--- src/rtl/intr_pkg.sv ---
package intr_pkg;

    // width of the internal interrupt-number field
    localparam int NUM_W = 5;

    // arbitration outcome carried from the priority pick to the registers
    typedef struct packed {
        logic             valid;
        logic             is_nmi;
        logic [NUM_W-1:0] num;
    } irq_sel_t;

    // vector address: base plus twice the interrupt number
    function automatic int vec_addr(input int base, input int num);
        return base + 2 * num;
    endfunction

endpackage

--- src/rtl/intr_edge_sync.sv ---
module intr_edge_sync #(
    parameter int W = 4
) (
    input  logic         clk,
    input  logic         rst,
    input  logic [W-1:0] line_n,
    output logic [W-1:0] fall_o
);
    logic [W-1:0] s1_q, s2_q, s3_q;

    always_ff @(posedge clk) begin
        if (rst) begin
            s1_q <= '1;
            s2_q <= '1;
            s3_q <= '1;
        end else begin
            s1_q <= line_n;
            s2_q <= s1_q;
            s3_q <= s2_q;
        end
    end

    // high-to-low transition seen on the synchronized copy
    assign fall_o = s3_q & ~s2_q;

    AST_FALL_SINGLE: assert property (@(posedge clk) disable iff (rst)
        (fall_o != '0) |=> ((fall_o & $past(fall_o)) == '0));

endmodule

--- src/rtl/intr_arbiter.sv ---
module intr_arbiter
    import intr_pkg::*;
#(
    parameter int N_USER   = 4,
    parameter int VEC_W    = 8,
    parameter int VEC_BASE = 0,
    parameter int NMI_NUM  = 18
) (
    input  logic              clk,
    input  logic              rst,
    input  logic [N_USER-1:0] fall_user,
    input  logic              fall_nmi,
    input  logic              mask_we,
    input  logic [N_USER-1:0] mask_wdata,
    input  logic              flag_clr_we,
    input  logic [N_USER-1:0] flag_clr_data,
    input  logic              blk_set,
    input  logic              blk_clr,
    input  logic              ret,
    output logic              save_en,
    output logic              ack_o,
    output logic [VEC_W-1:0]  vec_o,
    output logic [N_USER-1:0] flag_o,
    output logic [N_USER-1:0] mask_o,
    output logic              blk_o
);
    logic [N_USER-1:0] flag_q, mask_q, grant_oh, flag_nx, clr_bits;
    logic              blk_q, nmi_pend_q, ack_q, ack_nmi_q;
    logic [VEC_W-1:0]  vec_q;
    irq_sel_t          sel;

    // priority pick: NMI first, then lowest index among enabled users
    always_comb begin
        sel      = '0;
        grant_oh = '0;
        if (nmi_pend_q) begin
            sel.valid  = 1'b1;
            sel.is_nmi = 1'b1;
            sel.num    = NUM_W'(NMI_NUM);
        end else if (!blk_q) begin
            for (int i = N_USER - 1; i >= 0; i--) begin
                if (flag_q[i] && mask_q[i]) begin
                    grant_oh    = '0;
                    grant_oh[i] = 1'b1;
                    sel.valid   = 1'b1;
                    sel.num     = NUM_W'(i + 1);
                end
            end
        end
    end

    assign clr_bits = flag_clr_we ? flag_clr_data : '0;
    // a new edge in the same cycle as a clear keeps the flag set
    assign flag_nx  = (flag_q & ~clr_bits & ~grant_oh) | fall_user;

    always_ff @(posedge clk) begin
        if (rst) begin
            flag_q     <= '0;
            mask_q     <= '0;
            blk_q      <= 1'b1;
            nmi_pend_q <= 1'b0;
            ack_q      <= 1'b0;
            ack_nmi_q  <= 1'b0;
            vec_q      <= '0;
        end else begin
            flag_q     <= flag_nx;
            nmi_pend_q <= (nmi_pend_q & ~(sel.valid & sel.is_nmi)) | fall_nmi;
            ack_q      <= sel.valid;
            ack_nmi_q  <= sel.valid & sel.is_nmi;
            if (sel.valid)
                vec_q <= VEC_W'(vec_addr(VEC_BASE, int'(sel.num)));
            if (mask_we)
                mask_q <= mask_wdata;
            if (sel.valid)
                blk_q <= 1'b1;
            else if (ret)
                blk_q <= 1'b0;
            else if (blk_set)
                blk_q <= 1'b1;
            else if (blk_clr)
                blk_q <= 1'b0;
        end
    end

    assign save_en = sel.valid;
    assign ack_o   = ack_q;
    assign vec_o   = vec_q;
    assign flag_o  = flag_q;
    assign mask_o  = mask_q;
    assign blk_o   = blk_q;

    AST_BLOCK_ON_ENTRY: assert property (@(posedge clk) disable iff (rst)
        ack_q |-> blk_q);

    AST_USER_ENABLED: assert property (@(posedge clk) disable iff (rst)
        (ack_q && !ack_nmi_q) |-> $past(!blk_q && ((flag_q & mask_q) != '0)));

    AST_NMI_FIRST: assert property (@(posedge clk) disable iff (rst)
        ack_q |-> (ack_nmi_q == $past(nmi_pend_q)));

    AST_BLOCKED_IDLE: assert property (@(posedge clk) disable iff (rst)
        ($past(blk_q) && !$past(nmi_pend_q)) |-> !ack_q);

endmodule

--- src/rtl/intr_shadow.sv ---
module intr_shadow #(
    parameter int CTX_REGS = 11,
    parameter int CTX_W    = 16,
    localparam int CTX_BITS = CTX_REGS * CTX_W
) (
    input  logic                clk,
    input  logic                rst,
    input  logic                save_en,
    input  logic                ret,
    input  logic [CTX_BITS-1:0] ctx_in,
    output logic [CTX_BITS-1:0] ctx_out,
    output logic                restore_o
);
    logic [CTX_W-1:0] shadow_q [CTX_REGS];
    logic             restore_q;

    // one storage slot per context register; a new save overwrites the old
    for (genvar g = 0; g < CTX_REGS; g++) begin : g_slot
        always_ff @(posedge clk) begin
            if (rst)
                shadow_q[g] <= '0;
            else if (save_en)
                shadow_q[g] <= ctx_in[g*CTX_W +: CTX_W];
        end
        assign ctx_out[g*CTX_W +: CTX_W] = shadow_q[g];
    end

    always_ff @(posedge clk) begin
        if (rst)
            restore_q <= 1'b0;
        else
            restore_q <= ret;
    end

    assign restore_o = restore_q;

    AST_SAVE_CAPTURE: assert property (@(posedge clk) disable iff (rst)
        save_en |=> (ctx_out == $past(ctx_in)));

    AST_RESTORE_HOLD: assert property (@(posedge clk) disable iff (rst)
        (restore_q && !$past(save_en)) |-> $stable(ctx_out));

endmodule

--- src/rtl/intr_prio_ctl.sv ---
module intr_prio_ctl
    import intr_pkg::*;
#(
    parameter int N_USER   = 4,
    parameter int CTX_REGS = 11,
    parameter int CTX_W    = 16,
    parameter int VEC_W    = 8,
    parameter int VEC_BASE = 0,
    parameter int NMI_NUM  = 18
) (
    input  logic                      clk,
    input  logic                      rst,
    input  logic [N_USER-1:0]         irq_n,
    input  logic                      nmi_n,
    input  logic                      mask_we,
    input  logic [N_USER-1:0]         mask_wdata,
    input  logic                      flag_clr_we,
    input  logic [N_USER-1:0]         flag_clr_data,
    input  logic                      blk_set,
    input  logic                      blk_clr,
    input  logic                      irq_ret,
    input  logic [CTX_REGS*CTX_W-1:0] ctx_in,
    output logic                      irq_ack,
    output logic [VEC_W-1:0]          irq_vector,
    output logic [CTX_REGS*CTX_W-1:0] ctx_out,
    output logic                      ctx_restore,
    output logic [N_USER-1:0]         flag_out,
    output logic [N_USER-1:0]         mask_out,
    output logic                      blk_out
);
    logic [N_USER-1:0] fall_user;
    logic [0:0]        fall_nmi;
    logic              save_en;

    intr_edge_sync #(.W(N_USER)) u_sync_user (
        .clk    (clk),
        .rst    (rst),
        .line_n (irq_n),
        .fall_o (fall_user)
    );

    intr_edge_sync #(.W(1)) u_sync_nmi (
        .clk    (clk),
        .rst    (rst),
        .line_n (nmi_n),
        .fall_o (fall_nmi)
    );

    intr_arbiter #(
        .N_USER   (N_USER),
        .VEC_W    (VEC_W),
        .VEC_BASE (VEC_BASE),
        .NMI_NUM  (NMI_NUM)
    ) u_arb (
        .clk           (clk),
        .rst           (rst),
        .fall_user     (fall_user),
        .fall_nmi      (fall_nmi[0]),
        .mask_we       (mask_we),
        .mask_wdata    (mask_wdata),
        .flag_clr_we   (flag_clr_we),
        .flag_clr_data (flag_clr_data),
        .blk_set       (blk_set),
        .blk_clr       (blk_clr),
        .ret           (irq_ret),
        .save_en       (save_en),
        .ack_o         (irq_ack),
        .vec_o         (irq_vector),
        .flag_o        (flag_out),
        .mask_o        (mask_out),
        .blk_o         (blk_out)
    );

    intr_shadow #(
        .CTX_REGS (CTX_REGS),
        .CTX_W    (CTX_W)
    ) u_shadow (
        .clk       (clk),
        .rst       (rst),
        .save_en   (save_en),
        .ret       (irq_ret),
        .ctx_in    (ctx_in),
        .ctx_out   (ctx_out),
        .restore_o (ctx_restore)
    );

    AST_RESET_QUIET: assert property (@(posedge clk)
        $past(rst) |-> (!irq_ack && !ctx_restore));

endmodule

--- config.mk ---
export PLATFORM = sky130hd
export DESIGN_NAME = intr_prio_ctl
export DESIGN_NICKNAME = d
export VERILOG_FILES = /design/src/rtl/intr_pkg.sv /design/src/rtl/intr_edge_sync.sv /design/src/rtl/intr_arbiter.sv /design/src/rtl/intr_shadow.sv /design/src/rtl/intr_prio_ctl.sv
export SDC_FILE = /design/constraint.sdc
export NUM_CORES = 1
export LEC_CHECK = 0
export BUFFER_PORTS_ARGS = -buffer_cell sky130_fd_sc_hd__buf_2
export CAP_MARGIN = 30
export CORE_AREA = 2 2 154 156
export DETAILED_ROUTE_END_ITERATION = 10
export DIE_AREA = 0 0 156 158
export GPL_TIMING_DRIVEN = 0
export HOLD_SLACK_MARGIN = 0.08
export PLACE_DENSITY = 0.61
export SKIP_CTS_REPAIR_TIMING = 1
export SLEW_MARGIN = 10
export SYNTH_ARGS = -nofsm -noshare
export SYNTH_HDL_FRONTEND = slang
export SYNTH_SLANG_ARGS = --single-unit
--- constraint.sdc ---
create_clock -name clk -period 6.95 [get_ports clk]
set_clock_uncertainty 0.2 [all_clocks]
set_input_delay 0.3475 -clock clk [delete_from_list [all_inputs] [get_ports clk]]
set_output_delay 0.3475 -clock clk [all_outputs]
set_load 0.02 [all_outputs]
; Word-level counts from Yosys, hierarchy flattened
; Memory sizes are Yosys's and may differ from the RTL's.
; Cells that the tools add are included.
[totals]
reg_bits = 32
ram_bits = 176
in_bits = 196
output_inout_bits = 195
word_cells = 83
mem_count = 1
[classes]
mux = 39
bitwise = 24
n_reduce_logical = 6
[mem_list]
columns = name, depth, word_bits, rd, rd_ports_with_merged_regs, wr, line_no
row1 = u_shadow.shadow_q, 11, 16, 11, 0, 11, intr_shadow.sv:14  ; logic [CTX_W-1:0] shadow_q [CTX_REGS];
[op_table]
columns = cell, count
row1 = 16-bit 2-to-1 mux, 11
row2 = 4-bit 2-to-1 mux, 7
row3 = 1-bit 2-to-1 mux, 15
row4 = 4-bit bitwise AND, 3
row5 = 3-bit 2-to-1 mux, 4
row6 = 4-bit inverter, 3
row7 = 1-bit bitwise OR, 12
row8 = 5-bit 2-to-1 mux, 2
row9 = 1-bit logical AND, 4
row10 = 4-bit bitwise OR, 1
row11 = 1-bit bitwise AND, 3
row12 = 3-bit nonzero test, 1
row13 = 1-bit inverter, 2
row14 = 2-bit OR reduction, 1

; Depth between registers and ports, before layout
; Gate-level depths: netlist of the first run.
[logic_depth]
ltp_word = 11
depth_mapped = 6
mapped_depth_nobuf = 4

; Hierarchy
; A second synthesis of the first run with hierarchy kept.
[unflattened]
cells_unflattened = 501
hier_area_um2 = 8124.0
[modules_own_cells]
columns = mod, n_inst, cells_each, area_per_inst_um2, seq_area_each_um2
row1 = intr_shadow, 1, 393, 7038.0, 5305.1
row2 = intr_arbiter, 1, 72, 649.4, 300.3
row3 = intr_edge_sync at u_sync_user, 1, 29, 351.6, 240.2
row4 = intr_edge_sync at u_sync_nmi, 1, 7, 85.1, 60.1

; Worst setup path before layout of the first run
; OpenSTA, ideal clock, no wires.
[synth_path]
path_kind = register -> register
startpoint = register u_arb.mask_q[1], in the netlist u_arb.mask_o[1]
endpoint = memory u_shadow.shadow_q[0][0], enable pin
setup_time_ns = 0.543
arrival_ns = 4.682
required_ns = 6.207
setup_slack_ns = 1.524
stages_incl_launch_ff = 4
path_buffers = 0
period_less_slack_ns = 5.426
path_cell_list = dfxtp_1 > a22oi_2 > a31o_4 > nand2_1
[synth_lines]
columns = element, line_no
row1 = "start, declared", intr_arbiter.sv:27  ; logic [N_USER-1:0] flag_q, mask_q, grant_oh, flag_nx, clr_bits;
row2 = "start signal, assigned", intr_arbiter.sv:73  ; mask_q <= mask_wdata;
row3 = "end, declared", intr_shadow.sv:14

==> results by group, run 1 <==
Outcome
  • Run status: finished, final reports clean

Placed design
  • Port Buf Inserts: 385
  • Post-DP Area: 0.00995 sq mm
  • Final weighted congestion of routability-driven global placement: 0.815
  • HPWL after detailed placement: 14200 microns

Finish
  • Cell area after layout: 0.0126 sq mm
  • Commonest non-fill, non-tap cells in the layout: 388 x sky130_fd_sc_hd__buf_2, 193 x sky130_fd_sc_hd__dlygate4sd3_1, 176 x sky130_fd_sc_hd__and2_1, 176 x sky130_fd_sc_hd__edfxtp_1, 31 x sky130_fd_sc_hd__dfxtp_1
  • Fraction of final layout cells sized beyond drive strength 1: 41.8%
  • Antenna Cells: 0
  • Count of filler cells inserted in the layout: 1921
  • Most common cell after layout, fill and taps aside: sky130_fd_sc_hd__buf_2
  • Layout area overhead: 66.8%
  • Net total in the final layout: 1285

Setup path
  • Worst path required time: 6.91 ns
  • Setup slack of the most critical reg-to-reg path: 4.53 ns
  • Cell with the largest stage delay on the worst path: sky130_fd_sc_hd__nand2_4
  • Worst-path cell chain: buf_2, clkbuf_1, clkbuf_1, nor2_1, nand2_4, buf_16
  • Path depth of the worst reg2reg path: 4
  • Crit path max fanout: 64
  • Endpoint arrival time on the critical path: 2.48 ns
  • Most frequent cell on the critical path: sky130_fd_sc_hd__clkbuf_1
  • Endpoint of the worst-slack reg-to-reg timing path: u_shadow.shadow_q[3][3]$_SDFFCE_PN0P_
  • Crit path max-delay family: buffers and inverters
  • Element type at the critical path end: flip-flop
  • CP bufs+invs: 4
  • Type of the worst setup path: in -> reg
  • Sort of element at the start of the critical path: primary input
  • Delay contributed by the slowest stage of the critical path: 0.63 ns
  • Worst flop-to-flop path startpoint: u_arb.flag_o[0]$_SDFF_PP0_

Power and ir drop
  • Switching fraction of total power: 22.5%
  • Peak supply drop: 0.131 mV
  • Internal power summed over all cells: 2330 uW
  • P_sw: 679 uW
  • Fraction of power consumed by combinational cells: 12.1%
  • Sequential power share: 47.7%
  • PwrDens: 238 mW/mm^2
  • Clock power frac: 40.2%
  • Post-layout total power: 3010 uW
  • Leakage power figure: 0.00576 uW

STA
  • Worst relative slew slack: 45.3%
  • Final setup violating endpoints: 0
  • Fmax: 0.397 GHz
  • Worst hold margin: 0.0774 ns
  • Number of slew-limit violations in the final report: 0
  • Count of endpoints failing hold in the final timing report: 0
  • Period utilisation layout: 36.2%
  • Transition at the pin with the smallest max-transition slack: 0.820 ns
  • Setup repair after global routing missed its margin: no
  • Clock period minus final worst setup slack: 2.52 ns

Global route
  • Vias in the first global route: 4982
  • Total global routing track utilization: 14.4%
  • Number of antenna violations at the first check in global routing: 0
  • First-pass GRT wire length: 27300 microns
  • Largest net degree at the start of global routing: 65
  • Total gr overflow: 0

Synth
  • Share of async-settable or async-resettable flops after synthesis: 0%
  • Synth Register Bits: 207
  • Proportion of synthesized chip area in sequential cells: 77.9%
  • Syn Inst Count: 481
  • Number of flops mapped to enable cells by yosys: 176
  • Post-synthesis area per instance: 15.8 sq um
  • Cell types occupying the most area after synthesis: sky130_fd_sc_hd__edfxtp_1 70%, sky130_fd_sc_hd__and2_1 15%, sky130_fd_sc_hd__dfxtp_1 8.2%
  • Distinct cells, synth: 31
  • Library cell occupying the most area in the post-synthesis netlist: sky130_fd_sc_hd__edfxtp_1
  • Post-synthesis instance area: 0.00758 sq mm
  • Most frequently used flop master after synthesis: sky130_fd_sc_hd__edfxtp_1
  • Yosys Warn Count: 0
  • Portion of synthesized cell area occupied by the leading cell type: 69.7%

Clock network
  • Clk sinks: 207
  • Clock tree from TritonCTS: done
  • Root buffer cell: sky130_fd_sc_hd__clkbuf_16
  • Post-CTS clock slew at the launch and capture registers of the worst setup and hold paths: 0.05 ns
  • Source-to-sink clock delay at the later pin of the worst-skew pair: 0.49 ns
  • CTS H-tree lvls: 1
  • Number of buffers added by the clock tree synthesis step: 23
  • Buffer depth of the longest clock path: 3

Route
  • Via-per-instance ratio: 4.24
  • Detail-routed net length per standard cell: 15.5 microns
  • DRT antenna net count: 0
  • Vias after detailed routing: 5918
  • Initial detailed-routing violation count: 283
  • DRT Wirelength: 21700 microns
  • Drt pass-1 iters: 4
  • DRC violations left: 0

Floorplan
  • Standard cell core area: 0.0231 sq mm
  • DIE HEIGHT: 158 microns
  • Die area: 0.0246 sq mm
  • Row count: 56
  • Width of the die: 156 microns
  • I/O Pins: 391
  • Initial standard-cell utilization of the core: 32.9%

Min path
  • Cell depth of the worst hold path: 4
  • Start point of the worst hold path: flag_clr_we
  • Sink of the worst hold path: u_arb.flag_o[1]$_SDFF_PP0_
  • Class of the worst hold path: in -> reg

Run
  • Max Cap Violations: 0
==> cells in the mapped netlist (2+ instances only) <==
cell                       number
sky130_fd_sc_hd__buf_2          3
sky130_fd_sc_hd__o21ai_0        3
sky130_fd_sc_hd__nand4b_1       2
sky130_fd_sc_hd__or2_2         15
sky130_fd_sc_hd__a21oi_1        4
sky130_fd_sc_hd__nor3b_1        2
sky130_fd_sc_hd__buf_4          4
sky130_fd_sc_hd__a211oi_1       2
sky130_fd_sc_hd__nor2_1        10
sky130_fd_sc_hd__edfxtp_1     176
sky130_fd_sc_hd__dfxtp_1       31
sky130_fd_sc_hd__mux2i_1        4
sky130_fd_sc_hd__clkbuf_2      11
sky130_fd_sc_hd__nand2_1        9
sky130_fd_sc_hd__and2_1       176
sky130_fd_sc_hd__clkbuf_1       6
sky130_fd_sc_hd__buf_6          2
sky130_fd_sc_hd__inv_1          8
==> registers in the layout (all words and copies together), names as in the netlist <==
signal              count
u_shadow.shadow_q     176
u_arb.flag_o            4
u_arb.mask_o            4
u_arb.vec_o             4
u_sync_user.s1_q        4
u_sync_user.s2_q        4
u_sync_user.s3_q        4
u_arb.ack_o             1
u_arb.blk_o             1
u_arb.nmi_pend_q        1
u_shadow.restore_o      1
u_sync_nmi.s1_q         1
u_sync_nmi.s2_q         1
u_sync_nmi.s3_q         1
==> metal layers <==
| metal | vias up | global-route usage (%) | routed length, microns |
|---|---|---|---|
| met2 | 260 | 25.1 | 11200 |
| li1 | 2864 | - | - |
| met3 | 47 | 4.52 | 1650 |
| met4 | 0 | 5.16 | 565 |
| met5 | - | 0 | 0 |
| met1 | 2747 | 16.7 | 8280 |
==> final cells by class <==
cell class	count	area, sq um	area share, %
tap	290	363	2.87
clock buffer	39	761	6.01
sequential	207	5910	46.7
inverter	8	30.0	0.237
clock inverter	2	11.3	0.0890
multi-input combinational	242	1520	12.0
buffer	27	149	1.18
timing repair buffer	580	3910	30.9
==> worst max-delay path by stage <==
stage,startpoint,end,slack [ns],depth (start not counted)
after detailed placement,rst,u_shadow.shadow_q[3][5]$_SDFFCE_PN0P_,3.89,6
final,rst,u_shadow.shadow_q[3][3]$_SDFFCE_PN0P_,4.43,6
after CTS,rst,u_shadow.shadow_q[3][0]$_SDFFCE_PN0P_,4.39,6
after global placement,rst,u_shadow.shadow_q[6][14]$_SDFFCE_PN0P_,-0.72,5
after global routing,rst,u_shadow.shadow_q[3][0]$_SDFFCE_PN0P_,4.24,6
after floorplan,u_arb.mask_o[1]$_SDFFE_PP0P_,u_shadow.shadow_q[0][0]$_SDFFCE_PN0P_,1.52,3
==> logic make-up after synthesis <==
group / count (synthesis) / share of synthesized area [%]
compound gates: 16 / 1.73
buf+inv: 35 / 2.36
flops: 207 / 77.9
mux: 4 / 0.528
other cells: 1 / 0.0495
simple gates: 218 / 17.4
==> worst register-to-register path: cells and delay by family, from the launching register on <==
family / cells / cell delay, ns
flip-flops: 1 / 0.43
buffers and inverters: 1 / 0.38
AO/OA/AOI/OAI: 1 / 0.30
AND/OR/NAND/NOR: 2 / 0.73
==> metrics by stage <==
| stage | setup WS (ns) | TNS (ns) | instances | utilization [%] |
|---|---|---|---|---|
| floorplan | 1.52 | 0 | 484 | - |
| global placement | -0.716 | -123.92 | 1159 | 42.9 |
| detailed placement | 3.89 | 0 | 1161 | 43.1 |
| CTS | 4.39 | 0 | 1202 | 46.5 |
| global route | 4.24 | 0 | 1395 | 54.9 |
| finish | 4.43 | 0 | 1395 | 54.9 |
==> power by group through the flow <==
stage / clock (uW) / combinational [uW] / sequential [uW]
after floorplan: 0 / 51.0 / 1560
after global placement: 0 / 267 / 1480
after detailed placement: 0 / 274 / 1460
after CTS: 1240 / 275 / 1440
after global routing: 1290 / 388 / 1440
final: 1210 / 363 / 1440
No activity file was read; power rests on OpenSTA's default activity.
==> run 2: changes to the inputs <==
ABC_AREA = 1   (was not set)
CORE_AREA = 2 2 151 153   (was 2 2 154 156)
DIE_AREA = 0 0 153 155   (was 0 0 156 158)
PLACE_DENSITY = 0.67   (was 0.61)
clock period = 2.2 ns   (was 6.95 ns; I/O delays follow)
==> run 2 against run 1 <==
Compared with the run above:
- final cell count up 16%
- via count is 18% higher
- worst setup slack worse by 4.3 ns
- worst hold slack worse by 0.071 ns
- cell area is 5.4% higher
- largest cell class unchanged
- synthesized cell count rose by 41%
- routed wire length up 18%
- highest routed layer unchanged
- total power grew to 3.4 times the previous value
==> results by group, run 2 <==
Floorplan
  • I/O Pins: 391
  • Row count: 55
  • DIE HEIGHT: 155 microns
  • Initial standard-cell utilization of the core: 35.4%
  • Standard cell core area: 0.0222 sq mm
  • Die area: 0.0237 sq mm
  • Width of the die: 153 microns

Global route
  • Met1 track utilization from global routing: 18.8%
  • Fraction of met3 tracks used by global routing: 3.93%
  • Grt met2 use: 29.4%
  • GR peak layer: met2
  • Total gr overflow: 0
  • Number of antenna violations at the first check in global routing: 0
  • Largest net degree at the start of global routing: 101
  • Vias in the first global route: 5728
  • First-pass GRT wire length: 30500 microns
  • Total global routing track utilization: 16.2%

Setup path
  • Type of the worst setup path: reg -> reg
  • Crit path max fanout: 23
  • Delay contributed by the slowest stage of the critical path: 0.36 ns
  • Endpoint arrival time on the critical path: 2.13 ns
  • Sort of element at the start of the critical path: flip-flop
  • Worst path required time: 2.26 ns
  • CP bufs+invs: 2
  • Worst-path cell chain: nand2_2, nand2_1, o21ai_2, nand2_2, inv_4, nand2_8, clkbuf_16
  • Crit path max-delay family: simple AND/OR/NAND/NOR gates
  • Most frequent cell on the critical path: sky130_fd_sc_hd__nand2_2
  • Element type at the critical path end: flip-flop
  • Cell with the largest stage delay on the worst path: sky130_fd_sc_hd__dfxtp_2

Synth
  • Synth Register Bits: 207
  • Proportion of synthesized chip area in sequential cells: 75.0%
  • Distinct cells, synth: 21
  • Share of async-settable or async-resettable flops after synthesis: 0%
  • Most common library cells after synthesis: 190 x sky130_fd_sc_hd__inv_1, 189 x sky130_fd_sc_hd__nor2_1, 176 x sky130_fd_sc_hd__edfxtp_1, 31 x sky130_fd_sc_hd__dfxtp_1, 28 x sky130_fd_sc_hd__nand2_1
  • Library cell occupying the most area in the post-synthesis netlist: sky130_fd_sc_hd__edfxtp_1
  • Number of flops mapped to enable cells by yosys: 176
  • Dominant cell by count in the synthesized netlist: sky130_fd_sc_hd__inv_1
  • Yosys Warn Count: 0
  • Portion of synthesized cell area occupied by the leading cell type: 67.1%
  • Most frequently used flop master after synthesis: sky130_fd_sc_hd__edfxtp_1
  • Cell types occupying the most area after synthesis: sky130_fd_sc_hd__edfxtp_1 67%, sky130_fd_sc_hd__inv_1 9.1%, sky130_fd_sc_hd__nor2_1 9.0%
  • Post-synthesis area per instance: 11.6 sq um
  • Post-synthesis instance area: 0.00788 sq mm
  • Syn Inst Count: 679

Route
  • Via-per-instance ratio: 4.32
  • DRT antenna net count: 0
  • Detail-routed net length per standard cell: 15.9 microns
  • DRC violations left: 0
  • DRT Wirelength: 25600 microns
  • Initial detailed-routing violation count: 332
  • Vias after detailed routing: 6969
  • Drt pass-1 iters: 5

Finish
  • Share of the core filled with cells: 60.0%
  • Layout area overhead: 69.3%
  • Most common cell after layout, fill and taps aside: sky130_fd_sc_hd__buf_2
  • Commonest non-fill, non-tap cells in the layout: 389 x sky130_fd_sc_hd__buf_2, 213 x sky130_fd_sc_hd__dlygate4sd3_1, 190 x sky130_fd_sc_hd__inv_1, 189 x sky130_fd_sc_hd__nor2_1, 176 x sky130_fd_sc_hd__edfxtp_1
  • Net total in the final layout: 1509
  • Fraction of final layout cells sized beyond drive strength 1: 35.8%
  • Flip-flop count of the largest register after layout: 176
  • Antenna Cells: 0
  • Most flops, register: u_shadow.shadow_q

Clock network
  • CTS H-tree lvls: 1
  • Number of buffers added by the clock tree synthesis step: 22
  • Clock tree from TritonCTS: done
  • Buffer depth of the longest clock path: 3
  • Clk sinks: 207
  • Post-CTS clock slew at the launch and capture registers of the worst setup and hold paths: 0.07 ns
  • Root buffer cell: sky130_fd_sc_hd__clkbuf_16
  • Source-to-sink clock delay at the later pin of the worst-skew pair: 0.50 ns

STA
  • Setup WS post-layout: 0.125 ns
  • Count of endpoints failing hold in the final timing report: 0
  • Fmax: 0.482 GHz
  • Transition at the pin with the smallest max-transition slack: 0.953 ns
  • Worst relative slew slack: 36.5%
  • Final setup violating endpoints: 0
  • Period utilisation layout: 94.3%
  • Number of slew-limit violations in the final report: 0
  • Clock period minus final worst setup slack: 2.07 ns
  • Setup repair after global routing missed its margin: no
  • Aggregate negative setup slack: 0 ns
  • Worst hold margin: 0.00620 ns

Power and ir drop
  • Leakage power figure: 0.00683 uW
  • Post-layout total power: 10100 uW
  • Peak supply drop: 0.624 mV
  • PwrDens: 757 mW/mm^2

Placed design
  • Port Buf Inserts: 385
  • HPWL after detailed placement: 15000 microns
  • Dpl ws: -0.413 ns
  • Final weighted congestion of routability-driven global placement: 0.852

Outcome
  • Run status: finished, final reports clean

Run
  • Max Cap Violations: 0

Min path
  • Class of the worst hold path: in -> reg
run 2: cell count changes in the layout (fill, tap and decap cells not counted), moves of 5 or more:
cell / delta
sky130_fd_sc_hd__nand2_1: +18
sky130_fd_sc_hd__clkbuf_8: -5
sky130_fd_sc_hd__nand3_1: +5
sky130_fd_sc_hd__clkbuf_2: -11
sky130_fd_sc_hd__nor2_1: +179
sky130_fd_sc_hd__inv_1: +182
sky130_fd_sc_hd__buf_6: +12
sky130_fd_sc_hd__dlygate4sd3_1: +20
sky130_fd_sc_hd__clkbuf_1: -7
sky130_fd_sc_hd__and2_1: -176
run 2: metrics by stage:
| stage | area, sq um | std cells |
|---|---|---|
| final | 13300 | 1614 |
| after global routing | 13300 | 1614 |
| after CTS | 11100 | 1393 |
| after detailed placement | 10200 | 1353 |
| after global placement | 10200 | 1352 |
| after floorplan | 7910 | 682 |
run 2: where the power goes:
group	switching [uW]	total [uW]	internal, uW
registers	66.1	4550	4490
clock network	1590	4200	2600
logic	738	1350	612
total	2400	10100	7700
run 2: path summary, 6_finish.rpt:
| kind | from | end | slack [ns] | cells after the start |
|---|---|---|---|---|
| worst max register to register | u_arb.mask_o[0]$_SDFFE_PP0P_ | u_shadow.shadow_q[7][9]$_SDFFCE_PN0P_ | 0.13 | 7 |
| worst max-delay path | u_arb.mask_o[0]$_SDFFE_PP0P_ | u_shadow.shadow_q[7][9]$_SDFFCE_PN0P_ | 0.13 | 7 |
| worst min-delay path | rst | u_arb.vec_o[3]$_SDFFE_PP0P_ | 0.006 | 4 |
| worst min register to register | u_sync_user.s1_q[2]$_SDFF_PP1_ | u_sync_user.s2_q[2]$_SDFF_PP1_ | 0.21 | 1 |
run 2: cell type report:
class,instances,area [sq um]
sequential,207,5910
inverter,191,719
tap,285,357
clock buffer,27,654
fill,1722,8890
multi-input combinational,260,1090
timing repair buffer,605,4200
buffer,26,219
clock inverter,13,181
run 2: per-layer routing:
metal	part of all wire, %	vias up	wire length [microns]
li1	-	3322	-
met1	36	3253	9230
met2	54	321	13800
met3	6.5	73	1660
met4	3.5	0	894
met5	0	-	0
run 2: kinds of logic after synthesis:
logic type             Yosys count  synth area share, %
other                            1               0.0476
AO/OA/AOI/OAI                   15                 1.02
buffers and inverters          217                 11.9
AND/OR/NAND/NOR                239                 12.1
flip-flops                     207                 75.0
run 2: worst reg2reg max path: stages (launching register included):
cell	delay (ns)
sky130_fd_sc_hd__dfxtp_2	0.36
sky130_fd_sc_hd__nand2_2	0.10
sky130_fd_sc_hd__nand2_1	0.07
sky130_fd_sc_hd__o21ai_2	0.25
sky130_fd_sc_hd__nand2_2	0.15
sky130_fd_sc_hd__inv_4	0.17
sky130_fd_sc_hd__nand2_8	0.19
sky130_fd_sc_hd__clkbuf_16	0.33
